**src/rtl/svcp_pkg.sv**
```systemverilog
package svcp_pkg;
  typedef enum logic [1:0] {
    PH_IDLE = 2'd0,
    PH_PRE  = 2'd1,
    PH_EXEC = 2'd2,
    PH_POST = 2'd3
  } phase_t;
endpackage

```
**src/rtl/svcp_rst_sync.sv**
```systemverilog
module svcp_rst_sync #(
  parameter int STAGES = 2
) (
  input  logic clk,
  input  logic rst_async_n,
  output logic rst_sync_n
);
  logic [STAGES-1:0] chain_q;

  always_ff @(posedge clk or negedge rst_async_n) begin
    if (!rst_async_n) chain_q <= '0;
    else              chain_q <= {chain_q[STAGES-2:0], 1'b1};
  end

  assign rst_sync_n = chain_q[STAGES-1];
endmodule

```
**src/rtl/svcp_ack_sync.sv**
```systemverilog
module svcp_ack_sync #(
  parameter int SYNC_STAGES = 2
) (
  input  logic clk,
  input  logic rst_ni,
  input  logic ack_async_i,
  input  logic window_i,
  input  logic clear_i,
  output logic ack_seen_o
);
  logic [SYNC_STAGES-1:0] sync_q;
  logic                   seen_q;
  logic                   seen_d;
  logic                   ack_lvl;

  assign ack_lvl = sync_q[SYNC_STAGES-1];

  always_comb begin
    seen_d = seen_q;
    if (clear_i)                 seen_d = 1'b0;
    else if (window_i && ack_lvl) seen_d = 1'b1;
  end

  always_ff @(posedge clk or negedge rst_ni) begin
    if (!rst_ni) begin
      sync_q <= '0;
      seen_q <= 1'b0;
    end else begin
      sync_q <= {sync_q[SYNC_STAGES-2:0], ack_async_i};
      seen_q <= seen_d;
    end
  end

  assign ack_seen_o = seen_q;

  AST_ACK_STICKY: assert property (@(posedge clk) disable iff (!rst_ni)
    (seen_q && !clear_i) |=> seen_q);
  AST_ACK_CLEAR: assert property (@(posedge clk) disable iff (!rst_ni)
    clear_i |=> !seen_q);
  AST_ACK_CAUSE: assert property (@(posedge clk) disable iff (!rst_ni)
    (!seen_q && !window_i) |=> !seen_q);
endmodule

```
**src/rtl/svcp_seq_ctrl.sv**
```systemverilog
module svcp_seq_ctrl
  import svcp_pkg::*;
#(
  parameter int PKT_W    = 24,
  parameter int CNT_W    = 5,
  parameter int NUM_PRE  = 3,
  parameter int TAIL_LEN = 12
) (
  input  logic             clk,
  input  logic             rst_ni,
  input  logic             start_i,
  input  logic [PKT_W-1:0] start_pkt_i,
  input  logic [CNT_W-1:0] start_cnt_i,
  input  logic             pkt_ready_i,
  output phase_t           phase_o,
  output logic             pkt_valid_o,
  output logic [PKT_W-1:0] pkt_data_o,
  output logic             seq_end_o
);
  localparam logic [CNT_W-1:0] PRE_LAST = CNT_W'(NUM_PRE - 1);
  localparam logic [CNT_W-1:0] TAIL_C   = CNT_W'(TAIL_LEN);
  localparam logic [CNT_W-1:0] ONE      = CNT_W'(1);

  phase_t           phase_q, phase_d;
  logic [CNT_W-1:0] cnt_q, cnt_d;
  logic [PKT_W-1:0] exec_q;
  logic [CNT_W-1:0] rep_q, post_q;
  logic [CNT_W-1:0] eff_cnt, post_calc;
  logic             hs;
  logic             seq_end;

  assign eff_cnt   = (start_cnt_i == '0) ? ONE : start_cnt_i;
  assign post_calc = (eff_cnt >= TAIL_C) ? '0 : (TAIL_C - eff_cnt);
  assign hs        = pkt_valid_o && pkt_ready_i;

  always_comb begin
    phase_d = phase_q;
    cnt_d   = cnt_q;
    seq_end = 1'b0;
    unique case (phase_q)
      PH_IDLE: begin
        if (start_i) begin
          phase_d = PH_PRE;
          cnt_d   = PRE_LAST;
        end
      end
      PH_PRE: begin
        if (hs) begin
          if (cnt_q == '0) begin
            phase_d = PH_EXEC;
            cnt_d   = rep_q - ONE;
          end else begin
            cnt_d = cnt_q - ONE;
          end
        end
      end
      PH_EXEC: begin
        if (hs) begin
          if (cnt_q == '0) begin
            if (post_q == '0) begin
              phase_d = PH_IDLE;
              seq_end = 1'b1;
            end else begin
              phase_d = PH_POST;
              cnt_d   = post_q - ONE;
            end
          end else begin
            cnt_d = cnt_q - ONE;
          end
        end
      end
      PH_POST: begin
        if (hs) begin
          if (cnt_q == '0) begin
            phase_d = PH_IDLE;
            seq_end = 1'b1;
          end else begin
            cnt_d = cnt_q - ONE;
          end
        end
      end
      default: phase_d = PH_IDLE;
    endcase
  end

  always_ff @(posedge clk or negedge rst_ni) begin
    if (!rst_ni) begin
      phase_q <= PH_IDLE;
      cnt_q   <= '0;
      exec_q  <= '0;
      rep_q   <= '0;
      post_q  <= '0;
    end else begin
      phase_q <= phase_d;
      cnt_q   <= cnt_d;
      if (start_i && (phase_q == PH_IDLE)) begin
        exec_q <= start_pkt_i;
        rep_q  <= eff_cnt;
        post_q <= post_calc;
      end
    end
  end

  assign phase_o     = phase_q;
  assign pkt_valid_o = (phase_q != PH_IDLE);
  assign pkt_data_o  = (phase_q == PH_EXEC) ? exec_q : '0;
  assign seq_end_o   = seq_end;

  AST_HOLD_OFFER: assert property (@(posedge clk) disable iff (!rst_ni)
    (pkt_valid_o && !pkt_ready_i) |=> (pkt_valid_o && $stable(pkt_data_o)));
  AST_PRE_ORDER: assert property (@(posedge clk) disable iff (!rst_ni)
    (phase_q == PH_PRE) |=> (phase_q == PH_PRE || phase_q == PH_EXEC));
  AST_POST_ORDER: assert property (@(posedge clk) disable iff (!rst_ni)
    (phase_q == PH_POST) |=> (phase_q == PH_POST || phase_q == PH_IDLE));
  AST_NO_STALL_MOVE: assert property (@(posedge clk) disable iff (!rst_ni)
    (pkt_valid_o && !pkt_ready_i) |=> $stable(phase_q));
endmodule

```
**src/rtl/svcp_sequencer.sv**
```systemverilog
module svcp_sequencer
  import svcp_pkg::*;
#(
  parameter int PKT_W       = 24,
  parameter int CNT_W       = 5,
  parameter int NUM_PRE     = 3,
  parameter int TAIL_LEN    = 12,
  parameter int SYNC_STAGES = 2
) (
  input  logic             clk,
  input  logic             rst_n,
  input  logic             req_valid,
  output logic             req_ready,
  input  logic [PKT_W-1:0] req_pkt,
  input  logic [CNT_W-1:0] req_count,
  output logic             pkt_valid,
  input  logic             pkt_ready,
  output logic [PKT_W-1:0] pkt_data,
  input  logic             ack_in,
  output logic             done,
  output logic             ack_seen
);
  logic   rst_i_n;
  logic   start;
  logic   seq_end;
  logic   done_q;
  logic   window;
  phase_t phase;

  svcp_rst_sync #(.STAGES(2)) u_rst (
    .clk         (clk),
    .rst_async_n (rst_n),
    .rst_sync_n  (rst_i_n)
  );

  assign req_ready = (phase == PH_IDLE);
  assign start     = req_valid && req_ready;
  assign window    = (phase == PH_EXEC) || (phase == PH_POST);

  svcp_seq_ctrl #(
    .PKT_W    (PKT_W),
    .CNT_W    (CNT_W),
    .NUM_PRE  (NUM_PRE),
    .TAIL_LEN (TAIL_LEN)
  ) u_ctrl (
    .clk         (clk),
    .rst_ni      (rst_i_n),
    .start_i     (start),
    .start_pkt_i (req_pkt),
    .start_cnt_i (req_count),
    .pkt_ready_i (pkt_ready),
    .phase_o     (phase),
    .pkt_valid_o (pkt_valid),
    .pkt_data_o  (pkt_data),
    .seq_end_o   (seq_end)
  );

  svcp_ack_sync #(.SYNC_STAGES(SYNC_STAGES)) u_ack (
    .clk         (clk),
    .rst_ni      (rst_i_n),
    .ack_async_i (ack_in),
    .window_i    (window),
    .clear_i     (start),
    .ack_seen_o  (ack_seen)
  );

  always_ff @(posedge clk or negedge rst_i_n) begin
    if (!rst_i_n) done_q <= 1'b0;
    else          done_q <= seq_end;
  end

  assign done = done_q;

  AST_BUSY_REFUSE: assert property (@(posedge clk) disable iff (!rst_i_n)
    start |=> !req_ready);
  AST_IDLE_QUIET: assert property (@(posedge clk) disable iff (!rst_i_n)
    req_ready |-> !pkt_valid);
  AST_DONE_SINGLE: assert property (@(posedge clk) disable iff (!rst_i_n)
    done |=> !done);
  AST_DONE_IDLE: assert property (@(posedge clk) disable iff (!rst_i_n)
    done |-> req_ready);
endmodule

```
**config.mk**
```make
export PLATFORM = sky130hd
export DESIGN_NAME = svcp_sequencer
export DESIGN_NICKNAME = d
export VERILOG_FILES = /design/src/rtl/svcp_pkg.sv /design/src/rtl/svcp_rst_sync.sv /design/src/rtl/svcp_ack_sync.sv /design/src/rtl/svcp_seq_ctrl.sv /design/src/rtl/svcp_sequencer.sv
export SDC_FILE = /design/constraint.sdc
export NUM_CORES = 1
export LEC_CHECK = 0
export CAP_MARGIN = 5
export CORE_UTILIZATION = 44
export CTS_BUF_LIST = sky130_fd_sc_hd__clkbuf_8 sky130_fd_sc_hd__clkbuf_16
export CTS_CLUSTER_DIAMETER = 150
export CTS_CLUSTER_SIZE = 20
export DETAILED_ROUTE_END_ITERATION = 8
export GPL_ROUTABILITY_DRIVEN = 0
export PLACE_DENSITY = 0.73
export SYNTH_ARGS = -nofsm -noshare
export SYNTH_HDL_FRONTEND = slang
export SYNTH_HIERARCHICAL = 1
export SYNTH_SLANG_ARGS = --single-unit
```
**constraint.sdc**
```tcl
create_clock -name clk -period 1.6 [get_ports clk]
set_input_delay 0.4 -clock clk [delete_from_list [all_inputs] [get_ports clk]]
set_output_delay 0.4 -clock clk [all_outputs]
set_load 0.01 [all_outputs]
```
Word-level counts from Yosys, hierarchy flattened
Cells that the tools add are included.

storage, ports and cells
  bits in registers = 47
  bits in latches = 0
  bits in writable memories = 0
  bits in read-only memories = 0
  input port bits = 34
  output and inout bits = 28
  memories = 0

operators by class
  add/sub/neg operators = 4
  $mul = 0
  divide/modulo/power cells = 0
  magnitude comparators = 1
  equality and inequality tests = 12
  shifts and indexed selects = 0
  muxes and demuxes = 29
  bitwise logic cells = 0
  reductions and logical operators = 13

operator list
  operator                                                count
  2-to-1 mux 5 bit                                        10
  2-to-1 mux 24 bit                                       1
  one-hot mux 5 bit (4 select lines)                      1
  2-to-1 mux 2 bit                                        8
  logical NOT 5 bit                                       3
  subtractor 5 x 1 -> 5 bit (second input constant)       3
  inequality test 2 x 1 -> 1 bit (second input constant)  7
  one-hot mux 2 bit (4 select lines)                      1
  2-to-1 mux 1 bit                                        7
  AND reduction 7 bit                                     1
  AND reduction 6 bit                                     1
  >= comparator 5 x 4 -> 1 bit (second input constant)    1
  subtractor 4 x 5 -> 5 bit (first input constant)        1
  == test 2 bit (second input constant)                   2
  logical AND 1 bit                                       4
  nonzero test 2 bit                                      2
  inequality test 3 bit (second input constant)           1
  == test 2 x 1 -> 1 bit (second input constant)          1
  logical NOT 2 bit                                       1
  inequality test 2 bit (second input constant)           1
  one-hot mux 1 bit (2 select lines)                      1
  logical OR 1 bit                                        1

Logic depth before layout (Yosys ltp)
  depth after elaboration = 5
  mapped depth = 6
  depth with buffers taken out = 6

Modules after synthesis
Netlist, hierarchy kept.

by module, submodules not included
  module          times used  cells each  area each (sq um)  sequential area each (sq um)
  svcp_seq_ctrl   1           256         2172.1             1026.0
  svcp_ack_sync   1           5           83.8               75.1
  svcp_rst_sync   1           3           53.8               50.0
  svcp_sequencer  1           4           45.0               25.0

Worst setup path after synthesis
OpenSTA, ideal clock, no wires.

  kind = register to register
  from = register u_ctrl.cnt_q[0]
  to = register u_ctrl.cnt_q[0]
  setup time = 0.122 ns
  arrival = 1.576 ns
  data required time = 1.478 ns
  path slack = -0.097 ns
  stages on the path, launching flop included = 7
  buffers on the path = 0
  clock period less this slack = 1.697 ns
  path through = dfrtp_1 > inv_1 > ha_1 > or4b_4 > o21ai_1 > nand2_1 > a32o_1

on the way
  word-level cells in the longest chain between the ends = 4
  elaborated cells on any way between the ends = 12

ends and longest elaborated chain
  element                                                                RTL line                                                       source
  start, declared                                                        svcp_seq_ctrl.sv:25                                            logic [CNT_W-1:0] cnt_q, cnt_d;
  start signal, assigned                                                 svcp_seq_ctrl.sv:95                                            cnt_q <= cnt_d;
  subtractor 5 x 1 -> 5 bit / logical NOT 5 bit (equally long branches)  --
  2-to-1 mux 5 bit, on equally long branches                             svcp_seq_ctrl.sv:74, svcp_seq_ctrl.sv:49, svcp_seq_ctrl.sv:59
  2-to-1 mux 5 bit, on equally long branches                             svcp_seq_ctrl.sv:73, svcp_seq_ctrl.sv:48, svcp_seq_ctrl.sv:58
  one-hot mux 5 bit (4 select lines)                                     svcp_seq_ctrl.sv:40                                            unique case (phase_q)

Parallel ways exist; a longest one is shown, timed or not. The select of a mux whose other input is x is not followed.
A chain may end at the register's enable or synchronous reset.

Worst setup path after layout
  from = register u_ctrl.phase_q[0] (netlist: u_ctrl/phase_o[0])
  to = output pkt_data[1]

on the way
  word-level cells in the longest chain between the ends = 2

ends and longest elaborated chain
  element                 RTL line              source
  start, declared         svcp_seq_ctrl.sv:24   phase_t phase_q, phase_d;
  start signal, assigned  svcp_seq_ctrl.sv:94   phase_q <= phase_d;
  == test 2 bit           svcp_seq_ctrl.sv:106  assign pkt_data_o = (phase_q == PH_EXEC) ? exec_q : '0;
  2-to-1 mux 24 bit       svcp_seq_ctrl.sv:106
  end, declared           svcp_sequencer.sv:18  output logic [PKT_W-1:0] pkt_data,

Every way passes these cells.

==> metrics.log <==
[metrics] outcome: finished with violations
[metrics] violated checks: setup timing
[metrics] number of warnings reported in the yosys synthesis log: 6
[metrics] number of DRC markers in iteration 0: between 70 and 80
[metrics] total number of vias: 2247
[metrics] FFs w/ async S/R, synth: 1.000
[metrics] number of flops mapped to enable cells by yosys: 0
[metrics] number of different library cells in the post-synthesis netlist: 43
[metrics] First-pass DRT Iterations: 4
[metrics] remaining antenna violation count: 0
[metrics] Lkg Pwr: 1.887 nW
[metrics] fmax: 552.8 MHz
[metrics] worst supply voltage drop on vdd: between 0.0007 and 0.0008 V
[metrics] worst-case hold slack: 0.2009 ns
[metrics] sequential share of the synthesized area: 0.4995
[metrics] aggregate global routing overflow: 0
[metrics] clock sink count: 47
[metrics] htree depth: 2
[metrics] unrepaired setup endpoints after global routing: true
[metrics] Layout Skew: approximately 0.0093 ns
[metrics] Area after DPL: 3327 um^2
[metrics] footprint of the flip-flops and latches: ~1200 um^2
[metrics] clock insertion delay at the later pin of the skew report: 0.30 ns
[metrics] summed area of non-filler cells in the final layout: 3799 um^2
[metrics] area occupied by multi-input gates: 1266 um^2
[metrics] Post-Place Setup Slack: -0.5982 ns
[metrics] starting density of the core: 0.4581
[metrics] number of maximum-capacitance violations: 0
[metrics] post-route clock period utilization: 1.131
[metrics] worst hold path type: register to async pin
[metrics] Crit Path Category: register to output port
[metrics] number of endpoints failing setup at the final stage: 57
[metrics] maximum number of pins on one net before global-route repair: 21
[metrics] die boundary height: 75.16 um
[metrics] core area: 5140 um^2
[metrics] CP Launch Type: register
[metrics] number of placement rows: 26
[metrics] GR Util All Layers: 0.2496
[metrics] full die area: 5648 um^2
[metrics] number of clock buffers inserted by TritonCTS: 5
[metrics] final core utilization: 0.7390
[metrics] post-DR wirelength/cell: 14.34 um
[metrics] hold-fix buffers at CTS: 0
[metrics] portion of synthesized cell area occupied by the leading cell type: 0.4995
[metrics] global-route wire length before repair: 10410 um
[metrics] antenna violations before repair: 0
[metrics] post-route total power: 6.142 mW
[metrics] number of pins exceeding their max-slew limit in the final report: 0
[metrics] share of final-layout standard cells stronger than drive strength 1: 0.3743
[metrics] non-filler cells, final: about 450
[metrics] area of the mapped netlist: 2355 um^2
[metrics] critical path capture point type: output port
[metrics] Horiz. Die Dim: ~75 um
[metrics] Hold Violations, Final: 0
[metrics] Post-Syn Area per Cell: 8.786 um^2
[metrics] filler instances: 383
[metrics] worst-path maximum fanout: 7
[metrics] power density over the cells: 1617 nW/um^2
[metrics] post-synthesis cell count: 268
[metrics] Area Growth Syn to Fin: 61.32%
[metrics] cell taking the most area after synthesis: dfrtp_1
[metrics] clock transition at the registers of the reported paths: 0.09 ns
[metrics] Vias/cell: 4.971
[metrics] CTS Root Cell: clkbuf_8
[metrics] time the worst path needs with I/O delays and setup: 1.809 ns
[metrics] Post-synth top flop: dfrtp_1
[metrics] number of port buffers: 61
[metrics] final-layout setup total negative slack: -5.107 ns
[metrics] diode insertion count for antenna repair: 0
[metrics] WP data required: 1.20 ns
[metrics] HPWL after DPL: 3946 um
[metrics] final worst setup slack: -0.2090 ns
[metrics] # IOs: 62
[metrics] number of storage elements in the synthesis netlist: 47
[metrics] syn_nets: around 310
[metrics] Post-layout nets: 419
[metrics] number of global-route vias before repair: 2164
[metrics] clock buffer depth: 2
[metrics] number of placed instances, taps included: 424
[metrics] Crit path arrival time: 1.41 ns
[metrics] biggest area contributors in the synthesized netlist: dfrtp_1, nand2_1, and2_1, inv_1, ha_1
[metrics] detailed-route wire length: 6483 um
[metrics] # DRC: 0
[metrics] clock tree from TritonCTS: built
## cells in the final DEF, fill, tap and decap left out, types with 3 or more instances in the layout
cell type / count
nand2_2: 3
a21oi_1: 4
dlygate4sd2_1: 3
clkdlybuf4s50_1: 29
nor3_1: 4
and2_4: 16
xor2_1: 3
inv_1: 10
xnor2_1: 4
inv_2: 4
and2_1: 9
dfrtp_1: 46
nand2_1: 89
buf_4: 44
o21ai_1: 5
buf_2: 10
nor2_1: 5
buf_6: 25
o22ai_1: 4
dlymetal6s2s_1: 3
clkbuf_8: 5
## power breakdown
part,total [mW],internal [mW],switching (mW)
sequential,2.06,1.70,0.360
clock,0.692,0.299,0.392
combinational,3.39,1.83,1.56
## area by class of cell
class                   count  share of cell area
clock buffers               5             0.01812
clock inverters             3            0.004282
inverters                  14             0.01482
multi-input cells         194              0.3333
flip-flops and latches     47              0.3099
well taps                  70             0.02306
repair buffers            119              0.2964
## logic make-up after synthesis
kind of cell	synth area share
buffers and inverters	0.04463
AND/OR/NAND/NOR	0.2986
flip-flops	0.4995
other	0.001593
XOR/XNOR	0.02604
adder cells (fa/ha/maj)	0.02125
AO/OA/AOI/OAI	0.1084
## Yosys cell counts (all sizes together), types with 2 or more instances
library cell,instances
nand2,94
dfrtp,47
and2,25
inv,14
clkbuf,11
nor2,9
o21ai,7
a21oi,5
ha,4
nor3,4
o22ai,4
xnor2,4
a22oi,3
a31oi,3
nand3,3
nor3b,3
xor2,3
a32o,2
buf,2
nor2b,2
o21a,2
o31ai,2
or4b,2
## worst max-delay path, stage by stage (launching register included)
cell     delay (ns)
dfrtp_1        0.42
nor2b_4        0.23
buf_12         0.16
buf_6          0.09
and2_4         0.12
buf_6          0.09
## path summary, 6_finish.rpt
| check | from | end | slack [ns] | cells past startpoint |
|---|---|---|---|---|
| worst max-delay path | u_ctrl/phase_o[0]$_DFFE_PN0P_ | pkt_data[1] | -0.21 | 5 |
| worst min-delay path | u_rst/chain_q[1]$_DFF_PN0_ | u_ctrl/phase_o[1]$_DFFE_PN0P_ | 0.20 | 0 |
| worst max register to register | u_ctrl/cnt_q[1]$_DFFE_PN0P_ | u_ctrl/cnt_q[0]$_DFFE_PN0P_ | -0.13 | 6 |
| worst min register to register | u_rst/chain_q[1]$_DFF_PN0_ | u_ctrl/phase_o[1]$_DFFE_PN0P_ | 0.20 | 0 |
| max in group asynchronous | u_rst/chain_q[1]$_DFF_PN0_ | u_ctrl/exec_q[15]$_DFFE_PN0P_ | 0.83 | 1 |
| min in group clk | u_rst/chain_q[0]$_DFF_PN0_ | u_rst/chain_q[1]$_DFF_PN0_ | 0.36 | 0 |
## flip-flops by register name, summed over array words and instances, names as in the netlist
register / count
u_rst/chain_q: 2
u_ctrl/phase_o: 2
u_ctrl/post_q: 5
done: 1
u_ctrl/rep_q: 5
u_ack/ack_seen_o: 1
u_ack/sync_q: 2
u_ctrl/exec_q: 24
u_ctrl/cnt_q: 5
## layer usage
metal | up-vias | wire length (um) | track usage
met5 | - | 0 | 0
met4 | 0 | 63 | 0.05761
met3 | 8 | 263 | 0.05355
met2 | 53 | 3442 | 0.4384
met1 | 1087 | 2713 | 0.3165
li1 | 1099 | - | -
## repair_timing
action,CTS,global route
setup endpoints to repair,41,69
gates resized for setup,172,21
pin swaps,28,14
setup buffers,13,7
gates cloned,4,0
Power figures use the tool's default switching activity.
